`src/rtl/aio_pkg.sv`:
```
package aio_pkg;

    typedef enum logic [2:0] {
        ST_IDLE,
        ST_SETUP,
        ST_CSLEAD,
        ST_STROBE,
        ST_GAP,
        ST_HOLD,
        ST_RECOV
    } aio_state_e;

endpackage

```
`src/rtl/aio_cycle_timer.sv`:
```
// Loadable down-counter; holds at zero until reloaded.
module aio_cycle_timer #(
    parameter int CW = 5
) (
    input  logic          clk_i,
    input  logic          rst_ni,
    input  logic          load_i,
    input  logic [CW-1:0] val_i,
    output logic          zero_o
);

    logic [CW-1:0] cnt_d, cnt_q;

    always_comb begin
        cnt_d = cnt_q;
        if (load_i) begin
            cnt_d = val_i;
        end else if (cnt_q != '0) begin
            cnt_d = cnt_q - 1'b1;
        end
    end

    always_ff @(posedge clk_i or negedge rst_ni) begin
        if (!rst_ni) cnt_q <= '0;
        else         cnt_q <= cnt_d;
    end

    assign zero_o = (cnt_q == '0);

endmodule

```
`src/rtl/aio_beat_addr.sv`:
```
// Word address and beat index of the running burst.
module aio_beat_addr #(
    parameter int AW = 24,
    parameter int BW = 2
) (
    input  logic          clk_i,
    input  logic          rst_ni,
    input  logic          load_i,
    input  logic [AW-1:0] base_i,
    input  logic          step_i,
    output logic [AW-1:0] addr_o,
    output logic [BW-1:0] beat_o
);

    logic [AW-1:0] addr_d, addr_q;
    logic [BW-1:0] beat_d, beat_q;

    always_comb begin
        addr_d = addr_q;
        beat_d = beat_q;
        if (load_i) begin
            addr_d = base_i;
            beat_d = '0;
        end else if (step_i) begin
            addr_d = addr_q + 1'b1;
            beat_d = beat_q + 1'b1;
        end
    end

    always_ff @(posedge clk_i or negedge rst_ni) begin
        if (!rst_ni) begin
            addr_q <= '0;
            beat_q <= '0;
        end else begin
            addr_q <= addr_d;
            beat_q <= beat_d;
        end
    end

    assign addr_o = addr_q;
    assign beat_o = beat_q;

endmodule

```
`src/rtl/aio_wdata_bank.sv`:
```
// Holds the write words of one burst and selects the current beat's word.
module aio_wdata_bank #(
    parameter int DW = 32,
    parameter int NW = 4,
    parameter int SW = $clog2(NW)
) (
    input  logic           clk_i,
    input  logic           rst_ni,
    input  logic           capture_i,
    input  logic [NW*DW-1:0] words_i,
    input  logic [SW-1:0]  sel_i,
    output logic [DW-1:0]  word_o
);

    logic [DW-1:0] word_q [NW];

    for (genvar g = 0; g < NW; g++) begin : g_word
        logic [DW-1:0] word_d;

        always_comb begin
            word_d = capture_i ? words_i[g*DW +: DW] : word_q[g];
        end

        always_ff @(posedge clk_i or negedge rst_ni) begin
            if (!rst_ni) word_q[g] <= '0;
            else         word_q[g] <= word_d;
        end
    end

    assign word_o = word_q[sel_i];

endmodule

```
`src/rtl/aio_burst_master.sv`:
```
module aio_burst_master
    import aio_pkg::*;
#(
    parameter int AW        = 24,
    parameter int DW        = 32,
    parameter int MAX_BEATS = 4,
    parameter int CW        = 5,
    localparam int BW  = $clog2(MAX_BEATS),
    localparam int SW  = DW / 8,
    localparam int LSB = $clog2(SW)
) (
    input  logic                    clk_i,
    input  logic                    rst_ni,
    input  logic                    req_i,
    input  logic                    req_write_i,
    input  logic [AW-1:0]           req_addr_i,
    input  logic [BW-1:0]           req_len_i,
    input  logic [SW-1:0]           req_be_i,
    input  logic [MAX_BEATS*DW-1:0] req_wdata_i,
    input  logic [CW-1:0]           cfg_strobe_i,
    input  logic [CW-1:0]           cfg_gap_i,
    input  logic [CW-1:0]           cfg_recov_i,
    input  logic                    ready_i,
    output logic                    busy_o,
    output logic                    done_o,
    output logic                    rd_valid_o,
    output logic [BW-1:0]           rd_beat_o,
    output logic [DW-1:0]           rd_data_o,
    output logic                    cs_n_o,
    output logic                    oe_n_o,
    output logic                    we_n_o,
    output logic [SW-1:0]           bs_n_o,
    output logic                    rnw_o,
    output logic [AW+LSB-1:0]       bus_addr_o,
    output logic [DW-1:0]           bus_dout_o,
    output logic                    bus_doe_o,
    input  logic [DW-1:0]           bus_din_i
);

    typedef struct packed {
        aio_state_e    state;
        logic          rnw;
        logic [BW-1:0] len;
        logic [SW-1:0] be;
        logic [CW-1:0] t_strobe;
        logic [CW-1:0] t_gap;
        logic [CW-1:0] t_recov;
        logic          rd_valid;
        logic [BW-1:0] rd_beat;
        logic [DW-1:0] rd_data;
    } ctl_t;

    ctl_t ctl_d, ctl_q;

    logic          tmr_load;
    logic [CW-1:0] tmr_val;
    logic          tmr_zero;
    logic          adr_load;
    logic          adr_step;
    logic [AW-1:0] word_addr;
    logic [BW-1:0] beat;
    logic [DW-1:0] cur_word;
    logic          cs_act;

    aio_cycle_timer #(.CW(CW)) u_timer (
        .clk_i  (clk_i),
        .rst_ni (rst_ni),
        .load_i (tmr_load),
        .val_i  (tmr_val),
        .zero_o (tmr_zero)
    );

    aio_beat_addr #(.AW(AW), .BW(BW)) u_addr (
        .clk_i  (clk_i),
        .rst_ni (rst_ni),
        .load_i (adr_load),
        .base_i (req_addr_i),
        .step_i (adr_step),
        .addr_o (word_addr),
        .beat_o (beat)
    );

    aio_wdata_bank #(.DW(DW), .NW(MAX_BEATS), .SW(BW)) u_wbank (
        .clk_i     (clk_i),
        .rst_ni    (rst_ni),
        .capture_i (adr_load),
        .words_i   (req_wdata_i),
        .sel_i     (beat),
        .word_o    (cur_word)
    );

    always_comb begin
        ctl_d          = ctl_q;
        ctl_d.rd_valid = 1'b0;
        tmr_load       = 1'b0;
        tmr_val        = '0;
        adr_load       = 1'b0;
        adr_step       = 1'b0;
        unique case (ctl_q.state)
            ST_IDLE: begin
                if (req_i) begin
                    ctl_d.state    = ST_SETUP;
                    ctl_d.rnw      = ~req_write_i;
                    ctl_d.len      = req_len_i;
                    ctl_d.be       = req_be_i;
                    ctl_d.t_strobe = cfg_strobe_i;
                    ctl_d.t_gap    = cfg_gap_i;
                    ctl_d.t_recov  = cfg_recov_i;
                    adr_load       = 1'b1;
                end
            end
            ST_SETUP: begin
                // address and direction settle with chip select still high
                ctl_d.state = ST_CSLEAD;
                tmr_load    = 1'b1;
                tmr_val     = CW'(1);
            end
            ST_CSLEAD: begin
                if (tmr_zero) begin
                    ctl_d.state = ST_STROBE;
                    tmr_load    = 1'b1;
                    tmr_val     = ctl_q.t_strobe;
                end
            end
            ST_STROBE: begin
                // last nominal cycle reached: wait for the peripheral
                if (tmr_zero && ready_i) begin
                    if (ctl_q.rnw) begin
                        ctl_d.rd_valid = 1'b1;
                        ctl_d.rd_data  = bus_din_i;
                        ctl_d.rd_beat  = beat;
                    end
                    if (beat == ctl_q.len) begin
                        ctl_d.state = ST_HOLD;
                    end else begin
                        ctl_d.state = ST_GAP;
                        tmr_load    = 1'b1;
                        tmr_val     = ctl_q.t_gap;
                    end
                end
            end
            ST_GAP: begin
                if (tmr_zero) begin
                    ctl_d.state = ST_STROBE;
                    tmr_load    = 1'b1;
                    tmr_val     = ctl_q.t_strobe;
                    adr_step    = 1'b1;
                end
            end
            ST_HOLD: begin
                ctl_d.state = ST_RECOV;
                tmr_load    = 1'b1;
                tmr_val     = ctl_q.t_recov;
            end
            ST_RECOV: begin
                if (tmr_zero) ctl_d.state = ST_IDLE;
            end
            default: ctl_d.state = ST_IDLE;
        endcase
    end

    always_ff @(posedge clk_i or negedge rst_ni) begin
        if (!rst_ni) begin
            ctl_q       <= '0;
            ctl_q.state <= ST_IDLE;
            ctl_q.rnw   <= 1'b1;
        end else begin
            ctl_q <= ctl_d;
        end
    end

    assign cs_act = (ctl_q.state == ST_CSLEAD) || (ctl_q.state == ST_STROBE) ||
                    (ctl_q.state == ST_GAP)    || (ctl_q.state == ST_HOLD);

    assign busy_o     = (ctl_q.state != ST_IDLE);
    assign done_o     = (ctl_q.state == ST_HOLD);
    assign rd_valid_o = ctl_q.rd_valid;
    assign rd_beat_o  = ctl_q.rd_beat;
    assign rd_data_o  = ctl_q.rd_data;
    assign cs_n_o     = ~cs_act;
    assign oe_n_o     = ~((ctl_q.state == ST_STROBE) && ctl_q.rnw);
    assign we_n_o     = ~((ctl_q.state == ST_STROBE) && !ctl_q.rnw);
    assign bs_n_o     = !cs_act ? '1 : (ctl_q.rnw ? '0 : ~ctl_q.be);
    assign rnw_o      = ctl_q.rnw;
    assign bus_addr_o = {word_addr, {LSB{1'b0}}};
    assign bus_dout_o = cur_word;
    assign bus_doe_o  = !ctl_q.rnw &&
                        ((ctl_q.state == ST_SETUP) || (ctl_q.state == ST_CSLEAD) ||
                         (ctl_q.state == ST_STROBE) || (ctl_q.state == ST_GAP));

endmodule

```
`config.mk`:
```
export PLATFORM = sky130hd
export DESIGN_NAME = aio_burst_master
export DESIGN_NICKNAME = d
export VERILOG_FILES = /design/src/rtl/aio_pkg.sv /design/src/rtl/aio_cycle_timer.sv /design/src/rtl/aio_beat_addr.sv /design/src/rtl/aio_wdata_bank.sv /design/src/rtl/aio_burst_master.sv
export SDC_FILE = /design/constraint.sdc
export NUM_CORES = 1
export LEC_CHECK = 0
export ABC_AREA = 1
export BUFFER_PORTS_ARGS = -buffer_cell sky130_fd_sc_hd__buf_2
export CORE_ASPECT_RATIO = 1.75
export CORE_MARGIN = 5
export CORE_UTILIZATION = 54
export CTS_BUF_LIST = sky130_fd_sc_hd__clkbuf_8
export CTS_CLUSTER_DIAMETER = 30
export CTS_CLUSTER_SIZE = 8
export DETAILED_ROUTE_END_ITERATION = 12
export PLACE_DENSITY = 0.88
export REMOVE_ABC_BUFFERS = 1
export SLEW_MARGIN = 5
export SYNTH_ARGS = -nofsm -noshare
export SYNTH_HDL_FRONTEND = slang
export SYNTH_SLANG_ARGS = --single-unit
```
`constraint.sdc`:
```
create_clock -name clk_i -period 2.4 [get_ports clk_i]
set_input_delay 0.12 -clock clk_i [delete_from_list [all_inputs] [get_ports clk_i]]
set_output_delay 0.12 -clock clk_i [all_outputs]
set_load 0.005 [all_outputs]
```
* Word-level counts from Yosys, hierarchy flattened
Cells that the tools add are included.
Storage, ports and cells: bits in registers 219
Cells by class: add/sub/neg operators 3, order comparisons 1, equal/unequal tests 11, muxes and demuxes 31, bitwise operators 6, reduce and logical (&&, ||, !) cells 22
Operator list (count):
- $mux W35 | 3
- $bmux W32 S2 | 1
- $mux W32 | 2
- $mux W24 | 2
- $mux W25 | 1
- $mux W5 | 5
- $add A24 B1 Y24 const B | 1
- $pmux W5 S4 | 1
- $pmux W3 S6 | 1
- $eq A3 B3 Y1 const B | 3
- $mux W3 | 3
- $mux W4 | 2
- $mux W1 | 7
- $eq A3 B2 Y1 const B | 2
- $logic_or A1 B1 Y1 | 6
- $ne A2 B2 Y1 const B | 3
- $logic_not A5 Y1 | 1
- $reduce_bool A5 Y1 | 1
- $sub A5 B1 Y5 const B | 1
- $logic_and A1 B1 Y1 | 4
- $mux W2 | 2
- $not A1 Y1 | 4
- $not A4 Y4 | 1
- $reduce_and A4 Y1 | 1
- 14 further kinds | 16

* Longest topological paths before layout
word-level depth 5, depth in mapped cells 12, depth with buffers taken out 11

* Hierarchy
From an unflattened synthesis, not the netlist that was laid out.
Second synthesis, totals: cell total of the unflattened synthesis 1433, area total of the unflattened synthesis 11260.8 um^2
By module, submodules not included:
- aio_wdata_bank | instances 1, cells each 786, area an instance 6286.0 um^2
- aio_burst_master | instances 1, cells each 363, area an instance 2939.1 um^2
- aio_beat_addr | instances 1, cells each 245, area an instance 1732.9 um^2
- aio_cycle_timer | instances 1, cells each 39, area an instance 302.8 um^2

* Worst setup path before layout
OpenSTA, ideal clock, no wires.
path kind register to register, start point register u_timer.cnt_q[0], end point register u_timer.cnt_q[0], arrival 1.579 ns, setup slack 0.691 ns, cell stages (with the launch flop) 13, period minus slack after synthesis 1.709 ns, cell sequence dfrtp_1 -> inv_1 -> ha_1 -> inv_1 -> nor2_1 -> nand2_1 -> buf_2 -> nor2_4 -> nand3_1 -> nand2_2 -> inv_1 -> o21ai_0 -> nand3_1
Between the ends: word-level cells in the longest chain between the ends 5, elaborated cells on any way between the ends 13, classes of those cells add/sub (1); mux (8); reduce/logical (4)
RTL lines:
- start: declaration | RTL line aio_cycle_timer.sv:12 | logic [CW-1:0] cnt_d, cnt_q;
- start signal: assignment | RTL line aio_cycle_timer.sv:25 | else cnt_q <= cnt_d;
- branches (longest 5 deep; another with $sub A5 B1 Y5)
Several ways; the timed one is not identified. The select of a mux whose other input is x is not followed. A chain may end at the register's enable or synchronous reset.

* Worst setup path after layout
start point register u_addr.beat_q[1] (netlist: u_addr.beat_o[1]), end point output bus_dout_o[16]
Between the ends: word-level cells in the longest chain between the ends 4
RTL lines:
- start: declaration | RTL line aio_beat_addr.sv:16 | logic [BW-1:0] beat_d, beat_q;
- start signal: assignment | RTL line aio_beat_addr.sv:36 | beat_q <= beat_d;
- $not A2 Y3 (not written as such) | RTL line aio_wdata_bank.sv:30 | assign word_o = word_q[sel_i];
- $bmux W32 S2 | RTL line aio_wdata_bank.sv:30
- $mux W32 (not written as such) (2 in a row) | RTL line aio_wdata_bank.sv:30
- end: declaration | RTL line aio_burst_master.sv:35 | output logic [DW-1:0] bus_dout_o,
No other way between the ends. The select of a mux whose other input is x is not followed.

==> results.toml <==
[route]
antenna_left = 0
detail_route.vias_per_cell = 5.86
drtIter0Drc = 1277
drc = 0
routedWlPerCell_um = 20.7
drt_first_pass_iters = 6
vias = 12700
wl_um = 44800

[worst_hold_path]
worstHoldPathCells = 3
min_from = "req_addr_i[5]"
holdCritPathClass = "input port to register"
worstHoldEndpoint = "u_addr.addr_o[5]$_DFFE_PN0P_"

[synth]
synth_edf_count = 0
netlist_area_mm2 = 0.0107
synthCells = 1415
yosys_warnings = 0
synth_seq_cells = 219
ys_async_sr_fraction_pct = 100
synth_cell_types = 31
synth_ff_type = "dfrtp_1"
synth-seq-area-share_pct = 51.4
syn_avg_cell_area_um2 = 7.53

[sta]
fmax_mhz = 461
fin_crit_sh_pct = 90.4
tightest_slew_ps = 598
whs_ps = 21.6
setup_tns_ps = 0
rsz0062_at_grt = "false"
layout_setup_ws_ps = 230
skew_ps = 22.5
final-setup-viol-count = 0
timing.max_slew.rel_slack_pct = 60.0
fin_crit_ps = 2170
hold_viol = 0
slew_viol_final = 0

[pwr]
ir_drop_uv = 649
p_total_mw = 16.6
p_leak_nw = 8.09
power_density_mw_per_mm2 = 1100

[placed_design]
gp_congestion = 0.918
post_dp_cell_area_mm2 = 0.0122
port_buffers = 311
placed_cells = 1888
dp_hpwl_um = 21800
pre_cts_ws_ps = 344

[final_layout]
final_common_cell = "nand2_1"
fin_area_mm2 = 0.0151
drive_gt1_share_pct = 21.6
finish.utilization_pct = 76.9
instances_no_fill = 2160
final_cell_mix = "nand2_1 (641), buf_2 (310), dfrtp_1 (217)"
nNetsFinal = 2104
synthToLayoutAreaGrowth_pct = 41.3

[clocking]
worstSkewPairLatency_ps = 540
cts_tree = "yes"
htreeDepth = 2
max-clock-path-buffers = 3
numCtsBuffers = 38
root_buffer = "clkbuf_8"
path_clk_slew_ps = 60
clock_sinks = 219

[worst_setup_path]
slowest_delay_ps = 370
critPathLaunchType = "register"
reg2reg_depth = 10
cp_slowest_cell = "dfrtp_1"
crit_required_ps = 2280
criticalPathCategory = "register to output port"
endpoint_kind = "output port"
path_common_cell = "buf_4"
crit_fanout = 22
r2r-start = "u_timer.cnt_q[0]$_DFFE_PN0P_"
r2r_slack_ps = 320
critPathArrivalTime_ps = 2050
path_cells = "buf_4 > buf_4 > o21ai_0 > o22ai_1 > buf_2"
r2r-end = "u_addr.addr_o[5]$_DFFE_PN0P_"

[die]
initial_utilization_pct = 54.5
pin_count = 314
fp.dieW_um = 116
die-height_um = 196
placementRows = 68
core_area_mm2 = 0.0196
die-area_mm2 = 0.0228

[global_route]
grt_max_degree = 111
overflow = 0
grt_pass1_vias = 13300
track_usage_pct = 40.0
grt_antenna_before_repair = 4
grt_pass1_wl_um = 70200

[run_status]
status = "completed"

[run]
drv_cap = 0
[cell families (layout without fill, tap and decap cells)]
logic type / Yosys count / after routing / share of synthesized area (%)
simple gates: 853 / 853 / 31.5
buf+inv: 162 / 653 / 7.49
xor+xnor: 8 / 8 / 0.658
flops: 219 / 219 / 51.4
compound gates: 168 / 168 / 8.45
other cells: 1 / 10 / 0.0352
fa+ha+maj: 4 / 4 / 0.470
[worst max-delay path: cells and delay by family (launching register included)]
kind | cells | cell delay, ps
flip-flops | 1 | 370
buffers and inverters | 3 | 650
AO/OA/AOI/OAI | 2 | 500
[routing by layer]
metal	vias up	GRT usage, %	part of all wire [%]
met1	5760	43.2	31
met4	0	30.5	10
met3	405	11.0	10
li1	5356	-	-
met5	-	0	0
met2	1147	65.4	49
[worst max-delay path by stage]
stage / start / to
final: u_addr.beat_o[1]$_DFFE_PN0P_ / bus_dout_o[16]
after global routing: u_addr.beat_o[0]$_DFFE_PN0P_ / bus_dout_o[16]
after CTS: u_addr.beat_o[0]$_DFFE_PN0P_ / bus_dout_o[18]
after detailed placement: u_timer.cnt_q[0]$_DFFE_PN0P_ / u_addr.addr_o[5]$_DFFE_PN0P_
after global placement: u_timer.cnt_q[0]$_DFFE_PN0P_ / u_timer.cnt_q[0]$_DFFE_PN0P_
after floorplan: ctl_q[59]$_DFFE_PN0P_ / u_addr.addr_o[10]$_DFFE_PN0P_
[area by class of cell]
cell class,instances,area (um2)
Antenna cell,8,20.0
Tap cell,245,307
Clock inverter,13,151
Clock buffer,44,606
Fill cell,1192,4520
Multi-Input combinational cell,1035,4390
Timing Repair Buffer,539,3870
Inverter,57,219
Sequential cell,219,5480
[Yosys cell counts, types with 6 or more instances]
master    number  area share, %
inv_1         50            1.8
o22ai_1       36            2.1
a21oi_1       17           0.80
o21ai_0      108            5.1
dfrtp_1      218             51
nor2_1       148            5.2
buf_4         38            2.7
buf_2         38            1.8
nand2_1      641             23
nand3_1       33            1.5
xor2_1         6           0.49
inv_2          7           0.25
nand4_1       10           0.59
clkbuf_1      29            1.0
[flip-flops by register name (all words and copies together), names as in the netlist]
name	flops
ctl_q	24
rd_beat_o	2
rd_data_o	32
rd_valid_o	1
rnw_o	1
u_addr.addr_o	24
u_addr.beat_o	2
u_timer.cnt_q	5
u_wbank.word_q	128
[what timing repair did]
item,in CTS,in global routing
hold endpoints to repair,271,0
setup buffers,0,0
hold buffers,207,0
setup endpoints to repair,0,1
gates resized for setup,0,4
[power by group]
part           internal (mW)  switching [mW]  leakage (nW)  total (mW)
logic                   2.36            4.06          4.94        6.43
clock network           1.99            1.66         0.397        3.65
registers               5.23            1.25          2.76        6.48
(Power assumes the default switching activity.)
